--- config.mk ---
export PLATFORM = sky130hd
export DESIGN_NAME = dbg_entry_ctrl
export DESIGN_NICKNAME = d
export VERILOG_FILES = /design/src/rtl/dbg_entry_pkg.sv /design/src/rtl/vec_catch_unit.sv /design/src/rtl/entry_arbiter.sv /design/src/rtl/entry_status_regs.sv /design/src/rtl/dbg_entry_ctrl.sv
export SDC_FILE = /design/constraint.sdc
export NUM_CORES = 1
export LEC_CHECK = 0
export ABC_CLOCK_PERIOD_IN_PS = 1230
export BUFFER_PORTS_ARGS = -buffer_cell sky130_fd_sc_hd__buf_4
export CORE_MARGIN = 1
export CORE_UTILIZATION = 40
export CTS_CLUSTER_DIAMETER = 200
export CTS_CLUSTER_SIZE = 14
export DETAILED_ROUTE_END_ITERATION = 16
export PLACE_DENSITY = 0.75
export SETUP_SLACK_MARGIN = 0.02
export SYNTH_ARGS = -nofsm -noshare
export SYNTH_HDL_FRONTEND = slang
export SYNTH_SLANG_ARGS = --single-unit
export TNS_END_PERCENT = 20
--- constraint.sdc ---
create_clock -name clk -period 1.23 [get_ports clk]
set_input_delay 0.123 -clock clk [delete_from_list [all_inputs] [get_ports clk]]
set_output_delay 0.123 -clock clk [all_outputs]
set_load 0.005 [all_outputs]
--- src/rtl/dbg_entry_pkg.sv ---
package dbg_entry_pkg;
  localparam logic [3:0] MOE_HALT   = 4'b0000;
  localparam logic [3:0] MOE_BKPT   = 4'b0001;
  localparam logic [3:0] MOE_WATCH  = 4'b0010;
  localparam logic [3:0] MOE_SWBK   = 4'b0011;
  localparam logic [3:0] MOE_EXT    = 4'b0100;
  localparam logic [3:0] MOE_VCATCH = 4'b0101;

  // one flag per source, listed from highest to lowest priority
  typedef struct packed {
    logic halt_cmd;
    logic ext;
    logic bkpt;
    logic swbk;
    logic vcatch;
    logic watch;
  } evt_t;
endpackage

--- src/rtl/vec_catch_unit.sv ---
module vec_catch_unit #(
  parameter int              AW      = 32,
  parameter int              NVEC    = 8,
  parameter logic [AW-1:0]   SEC_BASE = '0,
  parameter logic [AW-1:0]   NS_BASE  = '1
) (
  input  logic              clk,
  input  logic              rst,
  input  logic              fetch_valid_i,
  input  logic [AW-1:0]     fetch_addr_i,
  input  logic              fetch_secure_i,
  input  logic [2*NVEC-1:0] catch_en_i,
  input  logic              instr_done_i,
  output logic              vc_evt_o
);
  localparam int IW  = $clog2(NVEC);
  localparam int LOW = IW + 2;
  localparam logic [AW-LOW-1:0] SEC_TAG = SEC_BASE[AW-1:LOW];
  localparam logic [AW-LOW-1:0] NS_TAG  = NS_BASE[AW-1:LOW];

  logic [NVEC-1:0] sec_en, ns_en;
  logic [IW-1:0]   slot;
  logic            in_table, slot_en, hit, held;

  assign sec_en   = catch_en_i[NVEC-1:0];
  assign ns_en    = catch_en_i[2*NVEC-1:NVEC];
  assign slot     = fetch_addr_i[LOW-1:2];
  assign in_table = (fetch_addr_i[1:0] == 2'b00) &&
                    (fetch_addr_i[AW-1:LOW] == (fetch_secure_i ? SEC_TAG : NS_TAG));
  assign slot_en  = fetch_secure_i ? sec_en[slot] : ns_en[slot];
  assign hit      = fetch_valid_i && in_table && slot_en;

  // enable is sampled here, at fetch time; the event waits for completion
  always_ff @(posedge clk) begin
    if (rst)               held <= 1'b0;
    else if (hit)          held <= 1'b1;
    else if (instr_done_i) held <= 1'b0;
  end

  assign vc_evt_o = held && instr_done_i;

  AST_VC_FROM_FETCH: assert property (@(posedge clk) disable iff (rst)
    $rose(held) |-> $past(fetch_valid_i));
endmodule

--- src/rtl/entry_arbiter.sv ---
module entry_arbiter
  import dbg_entry_pkg::*;
(
  input  evt_t       evt_i,
  output logic       any_o,
  output logic [3:0] code_o
);
  assign any_o = |evt_i;

  always_comb begin
    if (evt_i.halt_cmd)    code_o = MOE_HALT;
    else if (evt_i.ext)    code_o = MOE_EXT;
    else if (evt_i.bkpt)   code_o = MOE_BKPT;
    else if (evt_i.swbk)   code_o = MOE_SWBK;
    else if (evt_i.vcatch) code_o = MOE_VCATCH;
    else                   code_o = MOE_WATCH;
  end
endmodule

--- src/rtl/entry_status_regs.sv ---
module entry_status_regs #(
  parameter int CW = 16
) (
  input  logic          clk,
  input  logic          rst,
  input  logic          evt_any_i,
  input  logic [3:0]    evt_code_i,
  input  logic          dbg_ack_i,
  input  logic          reg_wr_i,
  input  logic          reg_sel_i,
  input  logic [CW-1:0] reg_wdata_i,
  output logic [CW-1:0] reg_rdata_o,
  output logic [CW-1:0] catch_en_o,
  output logic          halt_req_o,
  output logic [3:0]    code_o,
  output logic          valid_o
);
  localparam int CLR_BIT = 4;

  logic accept, clear_wr;
  assign accept   = evt_any_i && !halt_req_o;
  assign clear_wr = reg_wr_i && reg_sel_i && reg_wdata_i[CLR_BIT];

  always_ff @(posedge clk) begin
    if (rst) begin
      catch_en_o  <= '0;
      halt_req_o  <= 1'b0;
      code_o      <= 4'b0000;
      valid_o     <= 1'b0;
      reg_rdata_o <= '0;
    end else begin
      if (reg_wr_i && !reg_sel_i) catch_en_o <= reg_wdata_i;

      if (accept)                     halt_req_o <= 1'b1;
      else if (halt_req_o && dbg_ack_i) halt_req_o <= 1'b0;

      // a new entry wins over a clear landing on the same edge
      if (accept) begin
        code_o  <= evt_code_i;
        valid_o <= 1'b1;
      end else if (clear_wr) begin
        code_o  <= 4'b0000;
        valid_o <= 1'b0;
      end

      reg_rdata_o <= reg_sel_i ? {{(CW-6){1'b0}}, halt_req_o, valid_o, code_o}
                               : catch_en_o;
    end
  end

  AST_HALT_HELD: assert property (@(posedge clk) disable iff (rst)
    halt_req_o && !dbg_ack_i |=> halt_req_o);
  AST_ACCEPT_RECORDS: assert property (@(posedge clk) disable iff (rst)
    !halt_req_o && evt_any_i |=> halt_req_o && valid_o);
  AST_CODE_FROZEN: assert property (@(posedge clk) disable iff (rst)
    halt_req_o && !clear_wr |=> $stable(code_o) && $stable(valid_o));
  AST_CLEAR_WORKS: assert property (@(posedge clk) disable iff (rst)
    halt_req_o && clear_wr |=> !valid_o && code_o == 4'b0000);
endmodule

--- src/rtl/dbg_entry_ctrl.sv ---
module dbg_entry_ctrl
  import dbg_entry_pkg::*;
#(
  parameter int            AW        = 32,
  parameter int            NVEC      = 8,
  parameter logic [AW-1:0] SEC_VBASE = 32'h0000_0000,
  parameter logic [AW-1:0] NS_VBASE  = 32'hFFFF_0000
) (
  input  logic              clk,
  input  logic              rst,
  input  logic              halt_cmd_i,
  input  logic              ext_halt_i,
  input  logic              bkpt_hit_i,
  input  logic              wpt_hit_i,
  input  logic              swbk_commit_i,
  input  logic              instr_done_i,
  input  logic              fetch_valid_i,
  input  logic [AW-1:0]     fetch_addr_i,
  input  logic              fetch_secure_i,
  input  logic              dbg_ack_i,
  input  logic              reg_wr_i,
  input  logic              reg_sel_i,
  input  logic [2*NVEC-1:0] reg_wdata_i,
  output logic [2*NVEC-1:0] reg_rdata_o,
  output logic              halt_req_o,
  output logic [3:0]        entry_code_o,
  output logic              entry_valid_o
);
  localparam int CW = 2 * NVEC;

  logic [CW-1:0] catch_en;
  logic          vc_evt, evt_any;
  logic [3:0]    evt_code;
  evt_t          evt;

  vec_catch_unit #(
    .AW(AW), .NVEC(NVEC), .SEC_BASE(SEC_VBASE), .NS_BASE(NS_VBASE)
  ) i_vc (
    .clk(clk), .rst(rst),
    .fetch_valid_i(fetch_valid_i), .fetch_addr_i(fetch_addr_i),
    .fetch_secure_i(fetch_secure_i), .catch_en_i(catch_en),
    .instr_done_i(instr_done_i), .vc_evt_o(vc_evt)
  );

  always_comb begin
    evt.halt_cmd = halt_cmd_i;
    evt.ext      = ext_halt_i && instr_done_i;  // only at an instruction boundary
    evt.bkpt     = bkpt_hit_i;
    evt.swbk     = swbk_commit_i;
    evt.vcatch   = vc_evt;
    evt.watch    = wpt_hit_i;
  end

  entry_arbiter i_arb (.evt_i(evt), .any_o(evt_any), .code_o(evt_code));

  entry_status_regs #(.CW(CW)) i_regs (
    .clk(clk), .rst(rst),
    .evt_any_i(evt_any), .evt_code_i(evt_code), .dbg_ack_i(dbg_ack_i),
    .reg_wr_i(reg_wr_i), .reg_sel_i(reg_sel_i), .reg_wdata_i(reg_wdata_i),
    .reg_rdata_o(reg_rdata_o), .catch_en_o(catch_en),
    .halt_req_o(halt_req_o), .code_o(entry_code_o), .valid_o(entry_valid_o)
  );

  AST_EXT_AT_BOUNDARY: assert property (@(posedge clk) disable iff (rst)
    $rose(halt_req_o) && entry_code_o == MOE_EXT |-> $past(ext_halt_i && instr_done_i));
  AST_VC_AT_DONE: assert property (@(posedge clk) disable iff (rst)
    $rose(halt_req_o) && entry_code_o == MOE_VCATCH |-> $past(instr_done_i));
  AST_HALT_CMD_TOP: assert property (@(posedge clk) disable iff (rst)
    !halt_req_o && halt_cmd_i |=> entry_code_o == MOE_HALT);
endmodule

==> flow_summary_export.csv, run 1 <==
group,metric,value,unit
setup_path,r2r_setup_slack,-0.05,ns
grt,busiest_layer,"met2",
timing,fmax,779,MHz
power,leakage,1.13,nW
timing,fin_crit,1.28,ns
place,portBuffers,81,
detailed_routing,vias_per_cell,4.89,
timing,tns,-0.0857,ns
status,status,"complete, but fails checks",
run,max_cap_violations,0,
grt,gr-usage-met1,22.3,%
clock_network,clock_latency,0.29,ns
clock_network,clk_pin_slew,0.07,ns
floorplan,core,3720,um2
logic_synthesis,synth-seq-cells,38,
logic_synthesis,synth_edf_count,0,
setup_path,worstSetupEndpointType,"flip-flop",
detailed_routing,wl_per_cell,12.0,um
detailed_routing,vias,1566,
timing,fin_crit_sh,104,%
power,powerDensity,1040,nW/um2
grt,grt_max_degree,28,
grt,gr-usage-met3,4.58,%
detailed_routing,wl,3850,um
floorplan,fp-row-count,22,
place,finalWeightedCongestion,0.734,
finish,final_nets,332,
timing,rsz0062_at_grt,"yes",
grt,overflow,0,
logic_synthesis,syn_area,1560,um2
finish,layout-drive-gt1-share,45.6,%
floorplan,io_pins,83,
logic_synthesis,avgSynthCellArea,9.15,um2
clock_network,clock_sinks,38,
timing,skew,0.00386,ns
logic_synthesis,syn_inst,171,
setup_path,crit_type,"flip-flop to flip-flop",
clock_network,cts_buffers,5,
detailed_routing,drc_errors,0,
power,peakVddDrop,722,uV
floorplan,initial_core_util,42.1,%
detailed_routing,drt_pass1_iterations,4,
logic_synthesis,yosysUniqueCellTypes,30,
timing,finalSetupViolations,2,
finish,multi_input_area,771,um2
logic_synthesis,ys.warnings.count,0,
place,hpwl,2960,um
logic_synthesis,yosysTopAreaCellShare,48.6,%
clock_network,cts-root-buf,"clkbuf_8",
grt,antenna_found_initial,0,
finish,regArea,767,um2
setup_path,critPathMaxFanout,3,
finish,n_antenna_cell,0,
logic_synthesis,ys_top_cells_by_area,"dfxtp_1 (49%), nand2_1 (8.6%), a21oi_1 (7.4%), mux2i_1 (5.8%), mux4_2 (5.8%)",
clock_network,cts_buffer_depth,2,
timing,setup_ws,-0.0536,ns
timing,hold_viol_final,0,
timing,slew_violations,0,
place,placed_cell_area,2360,um2
logic_synthesis,syn_nets,232,
detailed_routing,drt_iter0_markers,55,
grt,met2_usage,33.4,%
grt,grt_pass1_vias,1480,
floorplan,die_area,4160,um2
logic_synthesis,synth_top_area_cell,"dfxtp_1",
status,violations,"negative setup slack",
setup_path,cp.required,1.41,ns
timing,worst_pin_slew,0.654,ns
clock_network,cts_hold_buf,0,
logic_synthesis,synth_ff_type,"dfxtp_1",
place,pre_cts_slack,-0.103,ns
detailed_routing,ant_nets,0,
logic_synthesis,synthArstFlopShare,0,%
grt,track_usage,19.4,%
floorplan,dieWidth,64.5,um
setup_path,worst_ep_arrival_time,1.47,ns
timing,relSlewSlack,56.4,%
finish,fillers,339,
logic_synthesis,synth_common_cells,"dfxtp_1 (38), nand2_1 (36), a21oi_1 (23), and2_1 (11), mux2i_1 (9)",
clock_network,htree_levels,2,
logic_synthesis,ys_seq_area_share,48.6,%
finish,fin_area,2470,um2
grt,grt_first_pass_wirelength,6160,um
hold_path,hold_class,"input port to flip-flop",
logic_synthesis,synth_most_common_cell,"dfxtp_1",
floorplan,die_h,64.5,um
finish,area_growth,57.7,%
clock_network,cts_tree,"yes",
setup_path,start_kind,"flip-flop",
-- cell families (layout without fill, tap and decap cells) --
kind of cell	after synthesis	after routing	synth area share [%]
compound gates	27	27	10.1
xor+xnor	1	1	0.560
buf+inv	11	112	3.12
flops	38	38	48.6
mux	13	13	11.5
other cells	1	1	0.240
simple gates	80	80	25.8
-- stage by stage --
step / instances / power, W / util [%] / hold WS (ns)
3_5_place_dp: 311 / 0.00174 / 63.5 / 0.385
6_report: 320 / 0.00258 / 66.4 / 0.0794
2_1_floorplan: 171 / 0.00147 / - / 0.259
5_1_grt: 320 / 0.00270 / 66.4 / 0.0778
3_3_place_gp: 311 / 0.00174 / 63.5 / 0.379
4_1_cts: 320 / 0.00260 / 66.2 / 0.0770
-- final cells by class --
cell class                      count  area share [%]
Tap cell                           48            2.44
Timing Repair Buffer              103            31.4
Sequential cell                    38            31.1
Multi-Input combinational cell    122            31.3
Clock inverter                      1           0.203
Inverter                            1           0.152
Clock buffer                        7            3.50
-- cells in the final DEF, fill, tap and decap left out, drive strengths merged, types with 3 or more instances in the layout --
| master | count |
|---|---|
| buf | 103 |
| nor4 | 4 |
| nor4b | 3 |
| clkbuf | 7 |
| dfxtp | 38 |
| mux4 | 4 |
| a21oi | 23 |
| and2 | 11 |
| mux2i | 9 |
| nor2 | 8 |
| nand2 | 36 |
| nand3 | 5 |
-- worst max-delay path: stages, from the launching register on --
cell and delay, ns:
dfxtp_2 0.33, mux4_2 0.45, mux2i_1 0.15, mux2i_1 0.09, a21o_1 0.15
-- metal layers --
layer,vias up,share of wire [%]
met5,-,0
met4,0,2.2
met3,7,6.1
met2,55,50
met1,716,42
li1,788,-
-- path summary, 6_finish.rpt --
kind | endpoint | start | cells past startpoint
worst max register to register | i_vc.held$_SDFFE_PP0P_ | i_regs.catch_en_o[8]$_SDFFE_PP0P_ | 4
worst min-delay path | i_regs.catch_en_o[6]$_SDFFE_PP0P_ | reg_wdata_i[6] | 3
worst max-delay path | i_vc.held$_SDFFE_PP0P_ | i_regs.catch_en_o[8]$_SDFFE_PP0P_ | 4
worst min register to register | i_regs.catch_en_o[11]$_SDFFE_PP0P_ | i_regs.catch_en_o[11]$_SDFFE_PP0P_ | 2
-- power breakdown --
part | total, W | switching [W] | internal (W)
Sequential | 0.00130 | 0.0000245 | 0.00128
Combinational | 0.000415 | 0.000157 | 0.000258
Clock | 0.000858 | 0.000406 | 0.000451
Total | 0.00258 | 0.000588 | 0.00199
-- what timing repair did --
action | CTS | global route
hold endpoints to repair | 0 | 0
setup buffers | 1 | 0
pin swaps | 1 | 0
setup endpoints to repair | 2 | 3
gates resized for setup | 1 | 4
-- flip-flops by register name (all words and copies together) (netlist names) --
signal,flops
i_regs.reg_rdata_o,16
i_regs.code_o,3
i_regs.catch_en_o,16
i_regs.halt_req_o,1
i_regs.valid_o,1
i_vc.held,1
No activity file was read; power rests on OpenSTA's default activity.
==> run 2, diff against run 1 <==
- CORE_UTILIZATION: 40 -> 41
- SYNTH_HIERARCHICAL: not set -> 1
==> flow_summary_export.csv, run 2 <==
group,metric,value,unit
status,status,"complete, but fails checks",
status,violations,"negative setup slack",
timing,setup_ws,-0.0819,ns
finish,mostFrequentLayoutCell,"buf_4",
detailed_routing,wl,4280,um
detailed_routing,drt_pass1_iterations,4,
timing,fmax,762,MHz
setup_path,crit_type,"flip-flop to flip-flop",
power,p_int,0.00200,W
finish,most-common-layout-cells,"buf_4 (108), dfxtp_1 (36), nand2_1 (23)",
logic_synthesis,synth_most_common_cell,"dfxtp_1",
power,pwr-share-comb,18.3,%
clock_network,cts_buffer_depth,2,
finish,n_antenna_cell,0,
clock_network,clock_latency,0.29,ns
logic_synthesis,synthArstFlopShare,0,%
grt,antenna_found_initial,0,
timing,fin_hold_ws,0.0186,ns
setup_path,cp.required,1.47,ns
clock_network,cts_tree,"yes",
grt,grt_first_pass_wirelength,6740,um
power,power.switching,0.000642,W
timing,skew,0.00788,ns
finish,final_nets,341,
timing,fin_crit,1.31,ns
place,hpwl,3450,um
logic_synthesis,synth_common_cells,"dfxtp_1 (39), nand2_1 (24), and2_1 (13)",
power,powerDensity,992,nW/um2
run,max_cap_violations,0,
logic_synthesis,syn_inst,173,
detailed_routing,drt_iter0_markers,22,
floorplan,io_pins,83,
timing,hold_viol_final,0,
setup_path,critPathMaxFanout,4,
finish,fillers,327,
clock_network,clock_sinks,39,
grt,overflow,0,
clock_network,cts_hold_buf,0,
floorplan,die_area,4440,um2
floorplan,dieWidth,66.7,um
grt,grt_pass1_vias,1524,
floorplan,initial_core_util,42.9,%
power,leakage,1.21,nW
power,swShare,24.3,%
logic_synthesis,ys_seq_area_share,45.5,%
detailed_routing,vias,1630,
logic_synthesis,syn_area,1710,um2
timing,slew_violations,0,
logic_synthesis,avgSynthCellArea,9.91,um2
logic_synthesis,synth-seq-cells,39,
finish,fin_cells,331,
grt,track_usage,20.4,%
logic_synthesis,yosysTopAreaCellShare,45.5,%
logic_synthesis,yosysUniqueCellTypes,35,
finish,top_regs,"i_regs/catch_en_o: 16 flops, i_regs/reg_rdata_o: 16 flops, i_regs/code_o: 4 flops",
setup_path,r2r_cells,6,
clock_network,clk_pin_slew,0.07,ns
timing,fin_crit_sh,107,%
clock_network,htree_levels,2,
power,power_frac_seq,50.7,%
logic_synthesis,ys_top_cells_by_area,"dfxtp_1 (46%), mux2i_1 (5.8%), mux4_2 (5.3%), nand2_1 (5.3%), a21oi_2 (5.1%)",
hold_path,hold_class,"input port to flip-flop",
logic_synthesis,syn_nets,234,
setup_path,r2r_setup_slack,-0.08,ns
clock_network,cts-root-buf,"clkbuf_8",
logic_synthesis,synth_edf_count,0,
logic_synthesis,synth_ff_type,"dfxtp_1",
timing,relSlewSlack,65.5,%
finish,layout-drive-gt1-share,54.1,%
place,portBuffers,82,
clock_network,cts_buffers,5,
power,clock_power_share,31.1,%
finish,area_growth,55.5,%
setup_path,start_kind,"flip-flop",
timing,finalSetupViolations,6,
clock_network,cts_setup_buffers,0,
detailed_routing,wl_per_cell,12.9,um
detailed_routing,drc_errors,0,
timing,rsz0062_at_grt,"yes",
place,finalWeightedCongestion,0.764,
power,power,0.00265,W
setup_path,worstSetupEndpointType,"flip-flop",
place,dp_cells,323,
hold_path,holdPathStages,2,
detailed_routing,ant_nets,0,
detailed_routing,vias_per_cell,4.92,
floorplan,core,4000,um2
floorplan,die_h,66.7,um
logic_synthesis,ys.warnings.count,6,
floorplan,fp-row-count,23,
timing,worst_pin_slew,0.504,ns
grt,grt_max_degree,17,
logic_synthesis,synth_top_area_cell,"dfxtp_1",
setup_path,worst_ep_arrival_time,1.55,ns
power,peakVddDrop,677,uV
==> run 2: critical path, stage by stage, from the launching register on <==
cell and delay, ns:
dfxtp_2 0.32, and2_4 0.14, nor3_4 0.13, nand2_2 0.07, nor2b_4 0.14, a311oi_4 0.27, a22o_1 0.19
==> run 2: metrics by stage <==
step	util [%]	cell area, um2	worst slack [ns]	TNS (ns)
final	66.7	2670	-0.0819	-0.413
after global routing	66.7	2670	-0.188	-0.979
after CTS	66.3	2650	-0.104	-0.539
after detailed placement	63.7	2550	-0.212	-0.993
after global placement	63.7	2550	-0.179	-0.880
after floorplan	-	1730	-0.0677	-0.271
==> run 2: timing repair <==
| action | CTS | global route |
|---|---|---|
| setup endpoints to repair | 6 | 6 |
| gates resized for setup | 5 | 3 |
| pin swaps | 3 | 1 |
| hold endpoints to repair | 0 | 0 |
==> run 2: cell type report <==
| class | instances | area [um2] | area share [%] |
|---|---|---|---|
| multi-input combinational | 122 | 896 | 33.6 |
| timing repair buffer | 109 | 831 | 31.2 |
| sequential | 39 | 785 | 29.4 |
| clock buffer | 7 | 76.3 | 2.86 |
| tap | 50 | 62.6 | 2.35 |
| inverter | 3 | 11.3 | 0.422 |
| clock inverter | 1 | 5.00 | 0.188 |
==> run 2: power groups by stage <==
stage	logic, W	clock network [W]	registers [W]
2_1_floorplan	0.000182	0	0.00137
4_1_cts	0.000482	0.000837	0.00134
3_3_place_gp	0.000462	0	0.00137
6_report	0.000483	0.000822	0.00134
5_1_grt	0.000530	0.000885	0.00135
3_5_place_dp	0.000472	0	0.00137
==> run 2: kinds of logic after synthesis <==
kind of cell,after synthesis,synth area share (%)
simple gates,79,24.6
xor+xnor,1,0.511
other cells,1,0.219
compound gates,27,12.9
buf+inv,12,5.11
flops,39,45.5
mux,14,11.1
==> run 2: per-layer routing <==
| metal | track usage [%] | vias to the layer above | share of wire, % | wire [um] |
|---|---|---|---|---|
| met5 | 0 | - | 0 | 0 |
| met4 | 8.78 | 0 | 1.8 | 78 |
| met3 | 4.97 | 7 | 9.1 | 388 |
| met2 | 34.0 | 70 | 47 | 2000 |
| met1 | 24.7 | 735 | 42 | 1810 |
| li1 | - | 818 | - | - |
==> run 2: worst paths after layout <==
kind / startpoint / end
min reg2reg: i_vc/held$_SDFFE_PP0P_ / i_vc/held$_SDFFE_PP0P_
min: dbg_ack_i / i_regs/halt_req_o$_SDFFE_PP0P_
max: i_vc/held$_SDFFE_PP0P_ / i_regs/code_o[0]$_SDFFE_PP0P_
max reg2reg: i_vc/held$_SDFFE_PP0P_ / i_regs/code_o[0]$_SDFFE_PP0P_
